### src/rtl/dsw_pkg.sv
package dsw_pkg;
  typedef enum logic [2:0] {
    S_IDLE, S_ISSUE, S_WAIT, S_CALC, S_CONF_ISSUE, S_CONF_WAIT
  } sweep_state_e;

  typedef enum logic [1:0] {
    T_IDLE, T_SETUP, T_WAIT
  } trial_state_e;
endpackage

### src/rtl/dsw_trial_runner.sv
module dsw_trial_runner
  import dsw_pkg::*;
#(
  parameter int TMO_W = 16
) (
  input  logic             clk,
  input  logic             rst,
  input  logic             req_i,
  input  logic [TMO_W-1:0] tmo_limit_i,
  input  logic             done_i,
  input  logic             pass_i,
  output logic             start_o,
  output logic             res_valid_o,
  output logic             res_pass_o
);
  trial_state_e     ts;
  logic [TMO_W-1:0] cnt;

  always_ff @(posedge clk) begin
    if (rst) begin
      ts          <= T_IDLE;
      start_o     <= 1'b0;
      cnt         <= '0;
      res_valid_o <= 1'b0;
      res_pass_o  <= 1'b0;
    end else begin
      start_o     <= 1'b0;
      res_valid_o <= 1'b0;
      case (ts)
        T_IDLE: if (req_i) ts <= T_SETUP;
        T_SETUP: begin
          start_o <= 1'b1;
          cnt     <= '0;
          ts      <= T_WAIT;
        end
        T_WAIT: begin
          if (done_i) begin
            res_valid_o <= 1'b1;
            res_pass_o  <= pass_i;
            ts          <= T_IDLE;
          end else if (cnt >= tmo_limit_i) begin
            res_valid_o <= 1'b1;
            res_pass_o  <= 1'b0;
            ts          <= T_IDLE;
          end else begin
            cnt <= cnt + 1'b1;
          end
        end
        default: ts <= T_IDLE;
      endcase
    end
  end

  // start is a single-cycle pulse
  a_r2_start_pulse: assert property (@(posedge clk) disable iff (rst)
    start_o |=> !start_o);
  // a result reported without a done input is a failure
  a_r7_timeout_fail: assert property (@(posedge clk) disable iff (rst)
    (res_valid_o && !$past(done_i)) |-> !res_pass_o);
endmodule

### src/rtl/dsw_window_tracker.sv
module dsw_window_tracker #(
  parameter int CODE_W = 5
) (
  input  logic              clk,
  input  logic              rst,
  input  logic              clr_i,
  input  logic              upd_i,
  input  logic              pass_i,
  input  logic [CODE_W-1:0] code_i,
  output logic              have_o,
  output logic [CODE_W-1:0] start_o
);
  always_ff @(posedge clk) begin
    if (rst || clr_i) begin
      have_o  <= 1'b0;
      start_o <= '0;
    end else if (upd_i && pass_i && !have_o) begin
      have_o  <= 1'b1;
      start_o <= code_i;
    end
  end

  // once latched, the window start does not move until cleared
  a_r3_start_hold: assert property (@(posedge clk) disable iff (rst)
    (have_o && !clr_i) |=> (have_o && $stable(start_o)));
endmodule

### src/rtl/dsw_delay_pick.sv
module dsw_delay_pick #(
  parameter int CODE_W = 5
) (
  input  logic              have_i,
  input  logic [CODE_W-1:0] start_i,
  input  logic [CODE_W:0]   stop_i,
  output logic [CODE_W-1:0] pick_o
);
  logic [CODE_W:0] sum;

  always_comb begin
    sum    = {1'b0, start_i} + stop_i;
    pick_o = have_i ? {1'b0, sum[CODE_W:2]} : '0;
  end
endmodule

### src/rtl/dly_sweep_ctrl.sv
module dly_sweep_ctrl
  import dsw_pkg::*;
#(
  parameter int CODE_W  = 5,
  parameter int TMO_W   = 16,
  parameter int WORD_W  = 32,
  parameter int DLY_LSB = 16,
  parameter int RPT_LSB = 24,
  parameter int RPT_W   = 5
) (
  input  logic              clk,
  input  logic              rst,
  input  logic              go_i,
  input  logic [WORD_W-1:0] cfg_word_i,
  input  logic [TMO_W-1:0]  tmo_limit_i,
  output logic              trial_start_o,
  input  logic              trial_done_i,
  input  logic              trial_pass_i,
  output logic [CODE_W-1:0] delay_o,
  output logic [WORD_W-1:0] ctrl_word_o,
  output logic              busy_o,
  output logic              done_o,
  output logic              err_o,
  output logic [CODE_W-1:0] final_code_o
);
  localparam int NCODES = 1 << CODE_W;
  localparam logic [CODE_W-1:0] MAX_CODE = CODE_W'(NCODES - 1);
  localparam logic [CODE_W:0]   STOP_ALL = (CODE_W+1)'(NCODES);

  sweep_state_e      st;
  logic [CODE_W-1:0] code_q;
  logic [CODE_W-1:0] delay_q;
  logic [CODE_W:0]   stop_q;
  logic [WORD_W-1:0] cfg_q;
  logic              req;
  logic              res_valid, res_pass;
  logic              have_win;
  logic [CODE_W-1:0] win_start;
  logic [CODE_W-1:0] pick;
  logic              launch;

  assign req    = (st == S_ISSUE) || (st == S_CONF_ISSUE);
  assign launch = (st == S_IDLE) && go_i;

  dsw_trial_runner #(.TMO_W(TMO_W)) u_trial (
    .clk(clk), .rst(rst), .req_i(req), .tmo_limit_i(tmo_limit_i),
    .done_i(trial_done_i), .pass_i(trial_pass_i), .start_o(trial_start_o),
    .res_valid_o(res_valid), .res_pass_o(res_pass)
  );

  dsw_window_tracker #(.CODE_W(CODE_W)) u_win (
    .clk(clk), .rst(rst), .clr_i(launch),
    .upd_i(res_valid && (st == S_WAIT)), .pass_i(res_pass),
    .code_i(code_q), .have_o(have_win), .start_o(win_start)
  );

  dsw_delay_pick #(.CODE_W(CODE_W)) u_pick (
    .have_i(have_win), .start_i(win_start), .stop_i(stop_q), .pick_o(pick)
  );

  always_ff @(posedge clk) begin
    if (rst) begin
      st           <= S_IDLE;
      code_q       <= '0;
      delay_q      <= '0;
      stop_q       <= '0;
      cfg_q        <= '0;
      done_o       <= 1'b0;
      err_o        <= 1'b0;
      final_code_o <= '0;
    end else begin
      done_o <= 1'b0;
      case (st)
        S_IDLE: if (go_i) begin
          cfg_q   <= cfg_word_i;
          code_q  <= '0;
          delay_q <= '0;
          err_o   <= 1'b0;
          st      <= S_ISSUE;
        end
        S_ISSUE: st <= S_WAIT;
        S_WAIT: if (res_valid) begin
          if (!res_pass && have_win) begin
            stop_q <= {1'b0, code_q};
            st     <= S_CALC;
          end else if (code_q == MAX_CODE) begin
            stop_q <= STOP_ALL;
            st     <= S_CALC;
          end else begin
            code_q  <= code_q + 1'b1;
            delay_q <= code_q + 1'b1;
            st      <= S_ISSUE;
          end
        end
        S_CALC: begin
          delay_q <= pick;
          st      <= S_CONF_ISSUE;
        end
        S_CONF_ISSUE: st <= S_CONF_WAIT;
        S_CONF_WAIT: if (res_valid) begin
          err_o        <= !have_win || !res_pass;
          final_code_o <= delay_q;
          done_o       <= 1'b1;
          st           <= S_IDLE;
        end
        default: st <= S_IDLE;
      endcase
    end
  end

  assign delay_o = delay_q;
  assign busy_o  = (st != S_IDLE);

  always_comb begin
    ctrl_word_o = cfg_q;
    ctrl_word_o[RPT_LSB +: RPT_W]  = '0;
    ctrl_word_o[DLY_LSB +: CODE_W] = delay_q;
  end

  // delay is settled before a trial starts
  a_r2_delay_stable: assert property (@(posedge clk) disable iff (rst)
    $rose(trial_start_o) |-> $stable(delay_o));
  // successive sweep trials step the code by one
  a_r2_code_step: assert property (@(posedge clk) disable iff (rst)
    (st == S_ISSUE && $past(st) == S_WAIT) |-> (delay_o == $past(delay_o) + 1'b1));
  // done is a single-cycle pulse and leaves the block idle
  a_r9_done_pulse: assert property (@(posedge clk) disable iff (rst)
    done_o |-> (!busy_o ##1 !done_o));
  // a go while busy does not restart the sweep
  a_r11_go_ignored: assert property (@(posedge clk) disable iff (rst)
    (busy_o && go_i && st == S_WAIT) |=> (st != S_ISSUE || delay_o != '0));
endmodule

### config.mk
export PLATFORM = sky130hd
export DESIGN_NAME = dly_sweep_ctrl
export DESIGN_NICKNAME = d
export VERILOG_FILES = /design/src/rtl/dsw_pkg.sv /design/src/rtl/dsw_trial_runner.sv /design/src/rtl/dsw_window_tracker.sv /design/src/rtl/dsw_delay_pick.sv /design/src/rtl/dly_sweep_ctrl.sv
export SDC_FILE = /design/constraint.sdc
export NUM_CORES = 1
export LEC_CHECK = 0
export ABC_AREA = 0
export ABC_CLOCK_PERIOD_IN_PS = 2400
export BUFFER_PORTS_ARGS = -buffer_cell sky130_fd_sc_hd__clkbuf_2
export CAP_MARGIN = 10
export CORE_MARGIN = 3
export CORE_UTILIZATION = 45
export DETAILED_ROUTE_END_ITERATION = 7
export GPL_ROUTABILITY_DRIVEN = 0
export PLACE_DENSITY = 0.71
export SETUP_SLACK_MARGIN = 0.1
export SLEW_MARGIN = 5
export SYNTH_ARGS = -nofsm -noshare
export SYNTH_HDL_FRONTEND = slang
export SYNTH_HIERARCHICAL = 1
export SYNTH_SLANG_ARGS = --single-unit
### constraint.sdc
create_clock -name clk -period 2.4 [get_ports clk]
set_clock_uncertainty 0.2 [all_clocks]
set_input_delay 0.24 -clock clk [delete_from_list [all_inputs] [get_ports clk]]
set_output_delay 0.24 -clock clk [all_outputs]
set_load 0.005 [all_outputs]
==> out/summary.log <==
qor: final_layout.post_route_cells_drive_above_1_share 0.310
qor: floorplanning.floorplan.die_area 10300 sq um
qor: placement.placement.setup.worst_slack -428 ps
qor: timing.total_setup_violations_reported_at_the_end_of_the_flow 13
qor: grt.grt_antenna_before_repair 0
qor: run.maxCapViolations 0
qor: final_layout.insertedDiodeCount 0
qor: timing.rsz0062_at_grt true
qor: final_layout.finalNetCount 704
qor: timing.timing_worst_slew_pin_value 661 ps
qor: logic_synthesis.post_synth_mux_area_share 0.0508
qor: floorplanning.floorplan.die.width 101 um
qor: clock_network.tritoncts built
qor: logic_synthesis.number_of_enable_type_register_cells_in_the_synthesized_netlist 0
qor: floorplanning.die_y 101 um
qor: min_path.whs_endpoint u_trial/start_o
qor: setup_path.timing.critical_path.from_type flip-flop
qor: timing.timing.setup.tns -775 ps
qor: setup_path.timing.critical_path.mode_cell a2111oi_4
qor: floorplanning.core_region_area 8760 sq um
qor: grt.grt_first_pass_wirelength 17300 um
qor: logic_synthesis.synth.cell_area 4090 sq um
qor: logic_synthesis.synth.avg_cell_area 8.29 sq um
qor: detailed_routing.drt-wirelength-per-cell 14.6 um
qor: timing.post-route-worst-setup-slack -122 ps
qor: logic_synthesis.post_synthesis_adder_cell_area_fraction 0.0704
qor: power_and_ir_drop.pwr_density_cell 508 nW/um^2
qor: clock_network.htreeDepth 3
qor: logic_synthesis.netlist.top_cell.by_area dfxtp_1
qor: power_and_ir_drop.static-leakage-power 0.00238 uW
qor: detailed_routing.detailed_route_wl 10800 um
qor: detailed_routing.detailed_routing_iterations_pass_1 4
qor: timing.finalHoldViolCount 0
qor: floorplanning.ioPinCount 99
qor: logic_synthesis.main_combinational_cell_family_by_area_after_synthesis simple AND/OR/NAND/NOR gates
qor: detailed_routing.detailedRoute.firstIterationViolations 197
qor: detailed_routing.drt_drc_violations_left 0
qor: grt.grt_pass1_vias 3767
qor: detailed_routing.routed-via-count 3985
qor: status.violations negative setup slack
qor: logic_synthesis.synth_cell_type_count 67
qor: min_path.holdPathStages 3
qor: floorplanning.num_rows 34
qor: setup_path.path_class reg2reg
qor: detailed_routing.route.detailed.vias_per_inst 5.40
qor: min_path.hold_path_startpoint rst
qor: setup_path.critical_path.reg2reg.endpoint u_trial/cnt[7]
qor: timing.drv_slew 0
qor: setup_path.worstSetupStartpoint u_trial/cnt[0]
qor: logic_synthesis.synth_simple_gate_area_frac 0.242
qor: logic_synthesis.yosys.area_share.xor_xnor 0.0107
qor: clock_network.worst_setup_hold_path_clk_slew 70 ps
qor: grt.grt_use_total 0.208
qor: power_and_ir_drop.irDropWorstVdd 0.313 mV
qor: floorplanning.initial_core_util 0.466
qor: timing.max_clock_freq 396 MHz
qor: logic_synthesis.synth.ff_latch_count 75
qor: clock_network.cts.path.max_buffers 2
qor: setup_path.worst_r2r_startpoint u_trial/cnt[0]
qor: power_and_ir_drop.post-layout-total-power 2790 uW
qor: clock_network.numClockSinks 75
qor: placement.number_of_buffers_added_on_ports 83
qor: logic_synthesis.count_of_mapped_cells_out_of_synthesis 493
qor: logic_synthesis.synth-compound-area-share 0.186
qor: timing.fin_crit 2520 ps
qor: logic_synthesis.synthFlopType dfxtp_1
qor: detailed_routing.detail-route-antenna-nets 0
qor: setup_path.r2r.worst_path.cells 10
qor: placement.detailed_place_hpwl 7180 um
qor: setup_path.critical-path-slowest-cell o41a_1
qor: final_layout.layout.cell_area.non_filler 5490 sq um
qor: logic_synthesis.ys.warnings.count 6
qor: setup_path.cp.required 2440 ps
qor: clock_network.clock_insertion_delay_worst_skew 350 ps
qor: setup_path.worstPathArrival 2560 ps
qor: logic_synthesis.netlist.area_leader.share 0.367
qor: clock_network.ctsRootBufferMaster clkbuf_8
qor: min_path.class_of_the_tightest_hold_or_removal_check in2reg
qor: timing.min_period_over_period 1.05
qor: setup_path.critPathCaptureType flip-flop
qor: setup_path.cp_slowest_stage_delay 460 ps
qor: timing.timing.slew.headroom 0.559
qor: status.status finished with violations
qor: logic_synthesis.async_set_or_reset_register_ratio_after_synthesis 0
qor: grt.grt_max_degree 64
qor: final_layout.final-instance-count-excl-fill 738
qor: logic_synthesis.yosys-top-cells-area dfxtp_1, ha_1, nand2_1
qor: final_layout.fillCellCount 749
qor: setup_path.crit_path_cell_trace inv_2 -> ha_4 -> nand2b_4 -> a2111oi_4 -> a2111oi_4 -> buf_4 -> o41a_1 -> buf_6 -> a21o_1 -> a22o_1
qor: placement.dpl-instance-area 4770 sq um
qor: setup_path.critPathMaxFanout 7
qor: grt.global_route.overflow_total 0
qor: final_layout.area_delta_synth_final 34.3%
qor: clock_network.cts_buffers 9
qor: placement.placed_cells_incl_taps 690
qor: logic_synthesis.synth-seq-area-share 0.367
qor: setup_path.reg2reg_slack -120 ps
-- final cells by class --
type,instances,area [sq um],area share
clock buffer,10,138,0.0251
clock inverter,3,65.1,0.0119
inverter,27,101,0.0185
multi-input combinational,362,2500,0.455
sequential,75,1510,0.275
tap,108,135,0.0246
timing repair buffer,153,1040,0.189
-- cell families (layout without fill, tap and decap cells) --
kind of cell               after synthesis  in the layout
xor gates and xnor gates                 5              5
AOI/OAI and AO/OA                      118            118
DFF                                     75             75
buffers and inverters                   60            193
adders and majority gates               23             23
other                                    2              6
muxes                                   18             18
and+or+nand+nor                        192            192
-- layer usage --
layer	wire length, um	part of all wire	global-route usage	vias to the layer above
li1	-	-	-	1986
met1	4610	0.43	0.261	1897
met2	5600	0.52	0.362	89
met3	466	0.043	0.0448	13
met4	110	0.010	0.0552	0
met5	0	0	0	-
-- per-stage QoR --
step | utilization | hold slack [ps]
finish | 0.626 | 92.2
global route | 0.626 | 101
CTS | 0.617 | 74.4
detailed placement | 0.544 | 250
global placement | 0.544 | 243
floorplan | - | 176
-- how the worst max path moves through the flow --
stage | cells after the start | slack [ps] | end
floorplan | 8 | 40 | u_trial/cnt[4]
global placement | 8 | -330 | u_trial/cnt[15]
detailed placement | 9 | -430 | u_trial/cnt[6]
CTS | 10 | -150 | u_trial/cnt[11]
global route | 10 | -190 | u_trial/cnt[11]
finish | 10 | -120 | u_trial/cnt[7]
-- critical path: cells and delay by family (launching register included) --
family,cells,cell delay [ps]
AO/OA/AOI/OAI,5,1180
buffers and inverters,3,370
flip-flops,1,340
adder cells (fa/ha/maj),1,200
AND/OR/NAND/NOR,1,140
-- sequential cells by signal (all words and copies together) (netlist names) --
register             count
u_trial/res_valid_o      1
err_o                    1
u_win/have_o             1
u_trial/start_o          1
u_win/start_o            5
final_code_o             5
done_o                   1
stop_q                   6
u_trial/ts               2
cfg_q                   22
u_trial/res_pass_o       1
delay_o                  5
st                       3
u_trial/cnt             16
code_q                   5
-- cells in the mapped netlist, types with 2 or more instances --
library cell,instances
a2111oi_4,2
a211oi_1,2
a21o_1,4
a21oi_1,46
a22o_1,3
a22oi_1,6
a31oi_1,5
and2_1,10
and3_1,7
buf_2,10
buf_4,11
clkbuf_1,10
conb_1,2
dfxtp_1,75
ha_1,23
inv_1,26
mux2_2,2
mux2_4,5
mux2i_1,11
nand2_1,76
nand2b_1,4
nand3_1,12
nand4_1,12
nor2_1,33
nor2b_1,4
nor3_1,6
nor3b_1,11
nor4b_1,2
o211ai_1,2
o21a_1,2
o21ai_0,28
o21ai_1,2
o311ai_0,2
xnor2_1,3
xor2_1,2
-- what timing repair did --
item                                   CTS  global route
pin swaps                                9            10
setup endpoints to repair               19            19
setup buffers                           11             2
hold buffers                            24             0
endpoints found under the hold margin   23             0
gates resized for setup                 29            13
-- cells in the final DEF, fill, tap and decap left out, drive strengths merged, types with 11 or more instances in the layout --
cell type,Yosys,routed
clkbuf,10,93
nand2,76,76
dfxtp,75,75
a21oi,47,47
buf,23,46
nor2,34,34
o21ai,30,30
inv,27,27
dlygate4sd3,0,24
ha,23,23
nand4,12,12
nand3,12,12
nor3b,12,12
mux2i,11,11
-- power breakdown --
part	internal, uW	switching, uW	total, uW
Clock	595	447	1040
Combinational	197	236	433
Sequential	1280	26.8	1310
Total	2080	709	2790
(Power assumes the default switching activity.)
